===== config.mk =====
export PLATFORM = sky130hd
export DESIGN_NAME = dac_serial_engine
export DESIGN_NICKNAME = d
export VERILOG_FILES = /design/src/rtl/dse_pkg.sv /design/src/rtl/dse_regs.sv /design/src/rtl/dse_fsm.sv /design/src/rtl/dse_shifter.sv /design/src/rtl/dac_serial_engine.sv
export SDC_FILE = /design/constraint.sdc
export NUM_CORES = 1
export LEC_CHECK = 0
export ABC_AREA = 1
export BUFFER_PORTS_ARGS = -buffer_cell sky130_fd_sc_hd__buf_2
export CAP_MARGIN = 20
export CORE_MARGIN = 3
export CORE_UTILIZATION = 51
export CTS_CLUSTER_SIZE = 14
export DETAILED_ROUTE_END_ITERATION = 16
export PLACE_DENSITY = 0.81
export SYNTH_ARGS = -nofsm -noshare
export SYNTH_HDL_FRONTEND = slang
export SYNTH_SLANG_ARGS = --single-unit

===== constraint.sdc =====
create_clock -name clk -period 3 [get_ports clk]
set_input_delay 0.6 -clock clk [delete_from_list [all_inputs] [get_ports clk]]
set_output_delay 0.6 -clock clk [all_outputs]
set_load 0.01 [all_outputs]

===== src/rtl/dse_pkg.sv =====
package dse_pkg;

    typedef enum logic [2:0] {
        ST_IDLE,
        ST_WAIT_SYNC,
        ST_SELECT,
        ST_ADDR,
        ST_DATA,
        ST_RELEASE,
        ST_DONE
    } dse_state_t;

    // register word indices
    localparam int REG_CTRL   = 0;
    localparam int REG_MODE   = 1;
    localparam int REG_WDATA  = 2;
    localparam int REG_STATUS = 3;
    localparam int REG_RDATA  = 4;

    // control bits
    localparam int CTRL_GO       = 0;
    localparam int CTRL_STREAM   = 1;
    localparam int CTRL_SYNC     = 2;
    localparam int CTRL_ADDR_LSB = 24;

    // mode bits
    localparam int MODE_SYM8 = 14;
    localparam int MODE_SDR  = 16;

    // status bits
    localparam int STATUS_BUSY = 4;

    // top bit of the payload window in the write-data register
    localparam int WDATA_MSB = 23;

endpackage


===== src/rtl/dse_regs.sv =====
module dse_regs
    import dse_pkg::*;
#(
    parameter int BUS_W  = 32,
    parameter int BUS_AW = 3,
    parameter int ADDR_W = 8,
    parameter int SYM_W  = 16
) (
    input  logic              clk,
    input  logic              rst_n,
    input  logic              bus_wr,
    input  logic [BUS_AW-1:0] bus_addr,
    input  logic [BUS_W-1:0]  bus_wdata,
    output logic [BUS_W-1:0]  bus_rdata,
    input  logic              busy,
    input  logic              rd_commit,
    input  logic [SYM_W-1:0]  rd_value,
    output logic              go,
    output logic              stream,
    output logic              sync_req,
    output logic [ADDR_W-1:0] tgt_addr,
    output logic              sdr,
    output logic              sym8,
    output logic [SYM_W-1:0]  wpayload
);

    logic [BUS_W-1:0] ctrl_q;
    logic [BUS_W-1:0] mode_q;
    logic [BUS_W-1:0] wdata_q;
    logic [SYM_W-1:0] rdata_q;

    always_ff @(posedge clk or negedge rst_n) begin
        if (!rst_n) begin
            ctrl_q  <= '0;
            mode_q  <= '0;
            wdata_q <= '0;
        end else if (bus_wr) begin
            if (bus_addr == BUS_AW'(REG_CTRL))  ctrl_q  <= bus_wdata;
            if (bus_addr == BUS_AW'(REG_MODE))  mode_q  <= bus_wdata;
            if (bus_addr == BUS_AW'(REG_WDATA)) wdata_q <= bus_wdata;
        end
    end

    always_ff @(posedge clk or negedge rst_n) begin
        if (!rst_n) begin
            rdata_q <= '0;
        end else if (rd_commit) begin
            rdata_q <= rd_value;
        end
    end

    always_comb begin
        bus_rdata = '0;
        unique case (bus_addr)
            BUS_AW'(REG_CTRL):   bus_rdata = ctrl_q;
            BUS_AW'(REG_MODE):   bus_rdata = mode_q;
            BUS_AW'(REG_WDATA):  bus_rdata = wdata_q;
            BUS_AW'(REG_STATUS): bus_rdata[STATUS_BUSY] = busy;
            BUS_AW'(REG_RDATA):  bus_rdata = BUS_W'(rdata_q);
            default:             bus_rdata = '0;
        endcase
    end

    assign go       = ctrl_q[CTRL_GO];
    assign stream   = ctrl_q[CTRL_STREAM];
    assign sync_req = ctrl_q[CTRL_SYNC];
    assign tgt_addr = ctrl_q[CTRL_ADDR_LSB +: ADDR_W];
    assign sdr      = mode_q[MODE_SDR];
    assign sym8     = mode_q[MODE_SYM8];
    assign wpayload = wdata_q[WDATA_MSB -: SYM_W];

endmodule


===== src/rtl/dse_fsm.sv =====
module dse_fsm
    import dse_pkg::*;
#(
    parameter int ADDR_W = 8,
    parameter int SYM_W  = 16
) (
    input  logic       clk,
    input  logic       rst_n,
    input  logic       go,
    input  logic       stream,
    input  logic       sync_req,
    input  logic       sync_in,
    input  logic       sdr,
    input  logic       sym8,
    input  logic       rd_req,
    input  logic       msb,
    output dse_state_t state,
    output logic       load,
    output logic       shift,
    output logic       reload,
    output logic       cap,
    output logic       commit,
    output logic       sclk,
    output logic       cs_n,
    output logic       sdo,
    output logic       busy
);

    localparam int CNT_W = $clog2(SYM_W);
    localparam logic [CNT_W-1:0] ADDR_LAST  = CNT_W'(ADDR_W - 1);
    localparam logic [CNT_W-1:0] FULL_LAST  = CNT_W'(SYM_W - 1);
    localparam logic [CNT_W-1:0] HALF_LAST  = CNT_W'(SYM_W / 2 - 1);

    dse_state_t       state_q, state_d;
    logic [CNT_W-1:0] cnt_q;
    logic             half_q;
    logic             ddr_q;
    logic             sym8_q;
    logic             rd_q;

    logic end_bit;
    logic last_addr;
    logic last_data;

    always_comb begin
        end_bit = 1'b0;
        if (state_q == ST_ADDR) end_bit = half_q;
        if (state_q == ST_DATA) end_bit = ddr_q ? 1'b1 : half_q;
    end

    assign last_addr = (cnt_q == ADDR_LAST);
    assign last_data = (cnt_q == (sym8_q ? HALF_LAST : FULL_LAST));

    // state register
    always_ff @(posedge clk or negedge rst_n) begin
        if (!rst_n) state_q <= ST_IDLE;
        else        state_q <= state_d;
    end

    // next state
    always_comb begin
        state_d = state_q;
        unique case (state_q)
            ST_IDLE: begin
                if (go) state_d = sync_req ? ST_WAIT_SYNC : ST_SELECT;
            end
            ST_WAIT_SYNC: begin
                if (sync_in) state_d = ST_SELECT;
            end
            ST_SELECT: state_d = ST_ADDR;
            ST_ADDR: begin
                if (end_bit && last_addr) state_d = ST_DATA;
            end
            ST_DATA: begin
                if (end_bit && last_data && !stream) state_d = ST_RELEASE;
            end
            ST_RELEASE: state_d = ST_DONE;
            ST_DONE: begin
                if (!go) state_d = ST_IDLE;
            end
            default: state_d = ST_IDLE;
        endcase
    end

    // bit counters and per-access latches
    always_ff @(posedge clk or negedge rst_n) begin
        if (!rst_n) begin
            cnt_q  <= '0;
            half_q <= 1'b0;
            ddr_q  <= 1'b0;
            sym8_q <= 1'b0;
            rd_q   <= 1'b0;
        end else begin
            unique case (state_q)
                ST_IDLE: begin
                    cnt_q  <= '0;
                    half_q <= 1'b0;
                    if (go) begin
                        ddr_q  <= !sdr;
                        sym8_q <= sym8;
                        rd_q   <= rd_req;
                    end
                end
                ST_ADDR: begin
                    if (end_bit) begin
                        half_q <= 1'b0;
                        cnt_q  <= last_addr ? '0 : cnt_q + 1'b1;
                    end else begin
                        half_q <= 1'b1;
                    end
                end
                ST_DATA: begin
                    if (end_bit) begin
                        half_q <= 1'b0;
                        cnt_q  <= last_data ? '0 : cnt_q + 1'b1;
                    end else begin
                        half_q <= 1'b1;
                    end
                end
                default: begin
                    cnt_q  <= '0;
                    half_q <= 1'b0;
                end
            endcase
        end
    end

    // outputs
    always_comb begin
        load   = 1'b0;
        shift  = 1'b0;
        reload = 1'b0;
        cap    = 1'b0;
        commit = 1'b0;
        sclk   = 1'b0;
        cs_n   = 1'b1;
        sdo    = 1'b0;
        busy   = 1'b0;
        unique case (state_q)
            ST_IDLE: load = go;
            ST_WAIT_SYNC: busy = 1'b1;
            ST_SELECT: begin
                cs_n = 1'b0;
                busy = 1'b1;
            end
            ST_ADDR: begin
                cs_n  = 1'b0;
                busy  = 1'b1;
                sclk  = half_q;
                sdo   = msb;
                shift = end_bit;
            end
            ST_DATA: begin
                cs_n   = 1'b0;
                busy   = 1'b1;
                sclk   = ddr_q ? cnt_q[0] : half_q;
                sdo    = rd_q ? 1'b0 : msb;
                shift  = end_bit;
                cap    = end_bit;
                reload = end_bit && last_data && stream;
            end
            ST_RELEASE: begin
                cs_n   = 1'b0;
                busy   = 1'b1;
                commit = rd_q;
            end
            ST_DONE: busy = 1'b0;
            default: busy = 1'b0;
        endcase
    end

    assign state = state_q;

endmodule


===== src/rtl/dse_shifter.sv =====
module dse_shifter #(
    parameter int ADDR_W = 8,
    parameter int SYM_W  = 16
) (
    input  logic              clk,
    input  logic              rst_n,
    input  logic              load,
    input  logic              reload,
    input  logic              shift,
    input  logic              cap,
    input  logic [ADDR_W-1:0] addr,
    input  logic [SYM_W-1:0]  payload,
    input  logic              sdi,
    output logic              msb,
    output logic [SYM_W-1:0]  captured
);

    localparam int SH_W = ADDR_W + SYM_W;

    logic [SH_W-1:0]  sh_q;
    logic [SYM_W-1:0] cap_q;

    always_ff @(posedge clk or negedge rst_n) begin
        if (!rst_n) begin
            sh_q <= '0;
        end else if (load) begin
            sh_q <= {addr, payload};
        end else if (reload) begin
            sh_q <= {payload, {ADDR_W{1'b0}}};
        end else if (shift) begin
            sh_q <= {sh_q[SH_W-2:0], 1'b0};
        end
    end

    always_ff @(posedge clk or negedge rst_n) begin
        if (!rst_n) begin
            cap_q <= '0;
        end else if (load) begin
            cap_q <= '0;
        end else if (cap) begin
            cap_q <= {cap_q[SYM_W-2:0], sdi};
        end
    end

    assign msb      = sh_q[SH_W-1];
    assign captured = cap_q;

endmodule


===== src/rtl/dac_serial_engine.sv =====
module dac_serial_engine
    import dse_pkg::*;
#(
    parameter int BUS_W  = 32,
    parameter int BUS_AW = 3,
    parameter int ADDR_W = 8,
    parameter int SYM_W  = 16
) (
    input  logic              clk,
    input  logic              rst_n,
    input  logic              bus_wr,
    input  logic [BUS_AW-1:0] bus_addr,
    input  logic [BUS_W-1:0]  bus_wdata,
    output logic [BUS_W-1:0]  bus_rdata,
    input  logic              sync_in,
    output logic              dac_sclk,
    output logic              dac_cs_n,
    output logic              dac_sdo,
    input  logic              dac_sdi
);

    localparam int HALF_W = SYM_W / 2;

    logic              go_w, stream_w, sync_req_w, sdr_w, sym8_w;
    logic [ADDR_W-1:0] tgt_addr_w;
    logic [SYM_W-1:0]  wpayload_w;
    logic [SYM_W-1:0]  payload_w;
    logic [SYM_W-1:0]  captured_w;
    logic              busy_w, commit_w;
    logic              load_w, shift_w, reload_w, cap_w, msb_w;
    logic              rd_req_w;
    dse_state_t        fsm_state;

    dse_regs #(
        .BUS_W (BUS_W),
        .BUS_AW(BUS_AW),
        .ADDR_W(ADDR_W),
        .SYM_W (SYM_W)
    ) u_regs (
        .clk      (clk),
        .rst_n    (rst_n),
        .bus_wr   (bus_wr),
        .bus_addr (bus_addr),
        .bus_wdata(bus_wdata),
        .bus_rdata(bus_rdata),
        .busy     (busy_w),
        .rd_commit(commit_w),
        .rd_value (captured_w),
        .go       (go_w),
        .stream   (stream_w),
        .sync_req (sync_req_w),
        .tgt_addr (tgt_addr_w),
        .sdr      (sdr_w),
        .sym8     (sym8_w),
        .wpayload (wpayload_w)
    );

    assign rd_req_w = tgt_addr_w[ADDR_W-1];

    // left-justify the payload; reads shift out zeros
    always_comb begin
        if (rd_req_w)    payload_w = '0;
        else if (sym8_w) payload_w = {wpayload_w[SYM_W-1 -: HALF_W], {(SYM_W-HALF_W){1'b0}}};
        else             payload_w = wpayload_w;
    end

    dse_fsm #(
        .ADDR_W(ADDR_W),
        .SYM_W (SYM_W)
    ) u_fsm (
        .clk     (clk),
        .rst_n   (rst_n),
        .go      (go_w),
        .stream  (stream_w),
        .sync_req(sync_req_w),
        .sync_in (sync_in),
        .sdr     (sdr_w),
        .sym8    (sym8_w),
        .rd_req  (rd_req_w),
        .msb     (msb_w),
        .state   (fsm_state),
        .load    (load_w),
        .shift   (shift_w),
        .reload  (reload_w),
        .cap     (cap_w),
        .commit  (commit_w),
        .sclk    (dac_sclk),
        .cs_n    (dac_cs_n),
        .sdo     (dac_sdo),
        .busy    (busy_w)
    );

    dse_shifter #(
        .ADDR_W(ADDR_W),
        .SYM_W (SYM_W)
    ) u_shift (
        .clk     (clk),
        .rst_n   (rst_n),
        .load    (load_w),
        .reload  (reload_w),
        .shift   (shift_w),
        .cap     (cap_w),
        .addr    (tgt_addr_w),
        .payload (payload_w),
        .sdi     (dac_sdi),
        .msb     (msb_w),
        .captured(captured_w)
    );

endmodule


# Word-level counts from Yosys, hierarchy flattened
# Cells that the tools add are included.
totals:
  regBits: 163
  out_inout_bits: 35
  inputBits: 40
  word_cells: 90
classes:
  add_sub_neg: 1
  n_mux: 39
  n_eq_ne: 19
  reduce_logical: 19
ops:
  columns: ["operator", "n"]
  rows:
  - ["$pmux W27 S4", 1]
  - ["$mux W24", 3]
  - ["$mux W16", 3]
  - ["$pmux W3 S7", 1]
  - ["$mux W4", 5]
  - ["$pmux W4 S4", 1]
  - ["$mux W3", 5]
  - ["$mux W1", 14]
  - ["$eq A3 B2 Y1 const B", 4]
  - ["$eq A3 B3 Y1 const B", 4]
  - ["$ne A2 B2 Y1 const B", 5]
  - ["$reduce_and A2 Y1", 5]
  - ["$mux W8", 1]
  - ["$pmux W4 S2", 1]
  - ["$eq A3 B1 Y1 const B", 2]
  - ["$logic_not A3 Y1", 2]
  - ["$pmux W1 S5", 1]
  - ["$reduce_and A5 Y1", 1]
  - ["$reduce_or A5 Y1", 1]
  - ["$add A4 B1 Y4 const B", 1]
  - ["$eq A4 B3 Y1 const B", 1]
  - ["$eq A4 B4 Y1", 1]
  - ["$logic_and A1 B1 Y1", 4]
  - ["$ne A2 B1 Y1 const B", 2]
  - ["7 further kinds", 9]

# Longest topological paths before layout
depth:
  depth_word: 8
  depth_mapped: 11
  ltp_nobuf: 10

# Hierarchy
# Synthesis repeated with hierarchy kept, for this count alone.
hier_totals:
  cells_unflattened: 1057
  area_unflattened_um2: 8419.3
by_module_without_submodules:
  columns: ["mod", "area_each_um2", "seq_area_each_um2", "instances", "cells_per_inst"]
  rows:
  - ["dse_regs", 5397.7, 2802.7, 1, 651]
  - ["dse_shifter", 2082.0, 1001.0, 1, 257]
  - ["dse_fsm", 782.0, 275.3, 1, 114]
  - ["dac_serial_engine", 157.7, 0.0, 1, 35]

# Least setup slack after synthesis
# OpenSTA, ideal clock, no wires.
synth_path:
  path_kind: "input -> output"
  from: "input bus_addr[1]"
  to: "output bus_rdata[16]"
  arrival_ns: 1.444
  slack_ns: 0.956
  stages: 7
  t_required_ns: 2.400
  path_cell_list: "nor2_1 -> nand2_1 -> inv_1 -> buf_2 -> buf_2 -> nand2_1 -> o211ai_1"
synth_via:
  elab_chain_cells: 2
synth_lines:
  columns: ["element", "line", "text"]
  rows:
  - ["start, declared", "dac_serial_engine.sv:12", "input logic [BUS_AW-1:0] bus_addr,"]
  - ["$eq A3 B3 Y1, or another cell as far along", "dse_regs.sv:54", "unique case (bus_addr)"]
  - ["$pmux W27 S4 (*)", "dse_regs.sv:54", null]
  - ["end, declared", "dac_serial_engine.sv:14", "output logic [BUS_W-1:0] bus_rdata,"]
# Every way passes the cells marked *; elsewhere a longest branch is shown, timed or not.

# Worst setup path after layout
layout_path:
  from: "input bus_addr[2]"
  to: "output bus_rdata[1]"
layout_via:
  elab_chain_cells: 2
layout_lines:
  columns: ["element", "line"]
  rows:
  - ["$eq A3 B3 Y1, or another cell as far along", "dse_regs.sv:54"]
  - ["$pmux W4 S4 (*)", "dse_regs.sv:54"]
# Marked as above.

==> impl_results.md <==
- Status: completed
- First-pass GRT wire length: 31400 microns
- Sw frac: 34.4%
- Path depth of the worst reg2reg path: 8
- Worst endpoint data arrival time: 2.01 ns
- Tightest Pin Transition: between 0.7 and 0.8 ns
- FF+latch count, synth: 163
- Global Route Usage Sum: 23.8%
- CP required: 2.40 ns
- R2r setup slk: 0.72 ns
- Final min period: between 2 and 3 ns
- Grt ovf: 0
- Register area share after synthesis: between 50% and 60%
- Post-CTS sizing: 0
- Routed Wire Length: 18900 microns
- Post-Layout Inst Area: roughly 0.009 sq mm
- Clock Pin Slew Worst Setup and Hold Paths: around 0.070 ns
- RR Startpoint: u_fsm.state[2]
- Part of the power in registers: 44.5%
- Top post-synthesis cells by area: dfrtp_1, nand2_1, o21ai_0
- Pleak: 0.00456 uW
- Setup repair after global routing missed its margin: false
- Number of global-route vias before repair: between 6000 and 7000
- DRC violations left: 0
- Placer Congestion: 0.881
- DRT Pass-1 Iters: 5
- DPL Wire Length: 12200 microns
- Core area: 0.0146 sq mm
- Via density: 5.52
- Syn Nets: 989
- Post-CTS setup buffers: 0
- Clock root cell: clkbuf_16
- Area share of the largest cell type after synthesis: a little over half
- Setup Skew: 0.0125 ns
- Switch Pwr: 2290 uW
- Relative slew slack: 51.3%
- Cts bufs inserted: 17
- Critical path type: primary input to output pin
- Worst flop-to-flop path endpoint: u_shift.sh_q[20]
- Startpoint Class: primary input
- Total number of yosys warnings: 0
- Hold Path Class: primary input to asynchronous set/reset pin
- I/O pins: 75
- Worst VDD drop: ~700 uV
- CTS Hold Buffers Added: 0
- Post-synthesis simple-gate area fraction: 24.9%
- Port bufs: 74
- Max-cap violations: 0
- H-tree depth: 4
- Initial antenna violation count: 1
- Area grow syn2layout: 13.5%
- Post-Synth XOR/XNOR Area: 0.114%
- Ratio of cells with drive above 1 in the final layout: 13.7%
- Pwr/cell area: 761 mW/mm^2
- Clock power frac: 31.5%
- Combinational share of power: 24.0%
- Synth Area in Adders: 0.162%
- Clk sinks: ~160
- Count of final max-slew check failures: 0
- # setup viols final: 0
- CP Capture Type: output pin
- Final Cycle Share: 86.9%
- Largest family of logic cells by synthesized area: simple AND/OR/NAND/NOR gates
- Fin nets: 1045
- Int Pwr: around 4400 uW
- Wire length per cell: 15.8 microns
- Clk Latency, worst-skew pair: 0.43 ns
- Largest net degree at the start of global routing: 64
- First DRT Iteration DRCs: 636
- Horiz. Die Dim: 129 microns
- Syn_area_per_cell: 8.12 sq um
- Syn Std Cell Area: 0.00770 sq mm
- Vias: 6628
- Area leader, netlist: dfrtp_1
- Setup_tns: 0 ns
- Routed Antenna Nets: 0
- Die Y: about 130 microns
- Synth cell types: 32
- Synth Instances: 948
- # fillers: 1312
- Post-DP Area: 0.00818 sq mm
- FF+latch area: just over 0.004 sq mm
- Die area: ~0.017 sq mm
- Largest fanout on the critical path: 18
- Final Hold Viols: 0
- Area occupied by multi-input gates: 0.00293 sq mm
- FP Rows: 44
- # diodes: 0
- Max clock buf depth: 2
- Starting Density: a little over half
- Max Clk Rate: 0.384 GHz
- CTS tree: done
- Mux share of post-synthesis cell area: 0%
- Compound-gate portion of the synthesized area: 12.8%
[synth_stat cells, drive strengths merged]
master,instances
clkinv,2
o211ai,10
buf,35
a21oi,5
dfrtp,163
o21ai,151
nand4,26
nor2,29
o2111ai,11
a31oi,1
xor2,1
o22ai,3
inv,109
a22o,1
ha,1
clkbuf,14
nand2,329
nand3,56
nand3b,1
[per-layer routing]
metal | GRT usage (%) | part of all wire, % | vias up
met5 | 0 | 0.069 | -
met4 | 7.10 | 1.5 | 2
met3 | 5.77 | 6.9 | 21
met2 | 37.9 | 47 | 238
met1 | 32.8 | 44 | 3216
li1 | - | - | 3151
[cell usage in the layout (no fill, tap or decap), types with 2 or more instances in the layout]
cell / n
nand3_1: 51
o22ai_1: 3
nor2_2: 2
o21ai_1: 9
clkinv_1: 2
clkbuf_16: 17
inv_2: 3
clkinvlp_4: 3
buf_2: 73
nand3_4: 2
buf_4: 8
nand2_4: 4
nor2_8: 2
a21oi_1: 4
nand2_1: 320
inv_6: 5
nand4_1: 26
o21ai_0: 142
buf_12: 4
o2111ai_1: 11
inv_1: 106
nand3_2: 3
nand2_2: 5
dfrtp_1: 163
nor2_1: 24
o211ai_1: 10
[worst max-delay path, cell delays in order]
cell       delay [ns]
buf_2            0.10
inv_1            0.06
nand3_2          0.08
clkinv_1         0.58
nand2_1          0.21
o2111ai_1        0.19
buf_2            0.19
[stage by stage]
step	hold slack [ns]	setup WS (ns)	power [uW]	util, %	instances
2_1_floorplan	0.304	0.956	4140	-	948
3_3_place_gp	0.463	0.460	4490	55.8	1169
3_5_place_dp	0.465	0.401	4550	55.8	1169
4_1_cts	0.163	0.400	6660	59.7	1200
5_1_grt	0.179	0.300	7050	59.7	1200
6_report	0.152	0.394	6650	59.7	1200
[final cells by class]
cell class,count,area share [%]
flip-flops and latches,163,46.7
multi-input cells,625,33.6
repair buffers,86,5.91
clock buffers,19,5.07
inverters,111,4.77
well taps,184,2.63
clock inverters,12,1.39
[worst max path at each step]
stage / end / start / slack [ns] / depth (start not counted)
floorplan: bus_rdata[16] / bus_addr[1] / 0.96 / 7
global placement: bus_rdata[1] / bus_addr[2] / 0.46 / 7
detailed placement: bus_rdata[1] / bus_addr[2] / 0.40 / 7
CTS: bus_rdata[1] / bus_addr[2] / 0.40 / 7
global route: bus_rdata[0] / bus_addr[2] / 0.30 / 7
finish: bus_rdata[1] / bus_addr[2] / 0.39 / 7
[cells by family (layout without fill, tap and decap cells)]
kind of cell	Yosys count	count (layout)
buffers and inverters	160	228
adders and majority gates	1	1
and+or+nand+nor	441	441
DFF	163	163
xor gates and xnor gates	1	1
AOI/OAI and AO/OA	182	182
[power by group through the flow]
stage | Clock, uW | Sequential, uW | Combinational (uW)
final | 2100 | 2960 | 1600
after global routing | 2210 | 3010 | 1830
after CTS | 2120 | 2950 | 1600
after detailed placement | 0 | 2970 | 1580
after global placement | 0 | 2970 | 1520
after floorplan | 0 | 2870 | 1260
[state kept, by name, indices dropped and copies added (netlist names), 3 cells and up]
name,count
u_regs.ctrl_q,32
u_shift.sh_q,24
u_regs.wdata_q,32
u_fsm.state,3
u_shift.captured,16
u_regs.rdata_q,16
u_regs.mode_q,32
u_fsm.cnt_q,4
No activity file was read; power rests on OpenSTA's default activity.
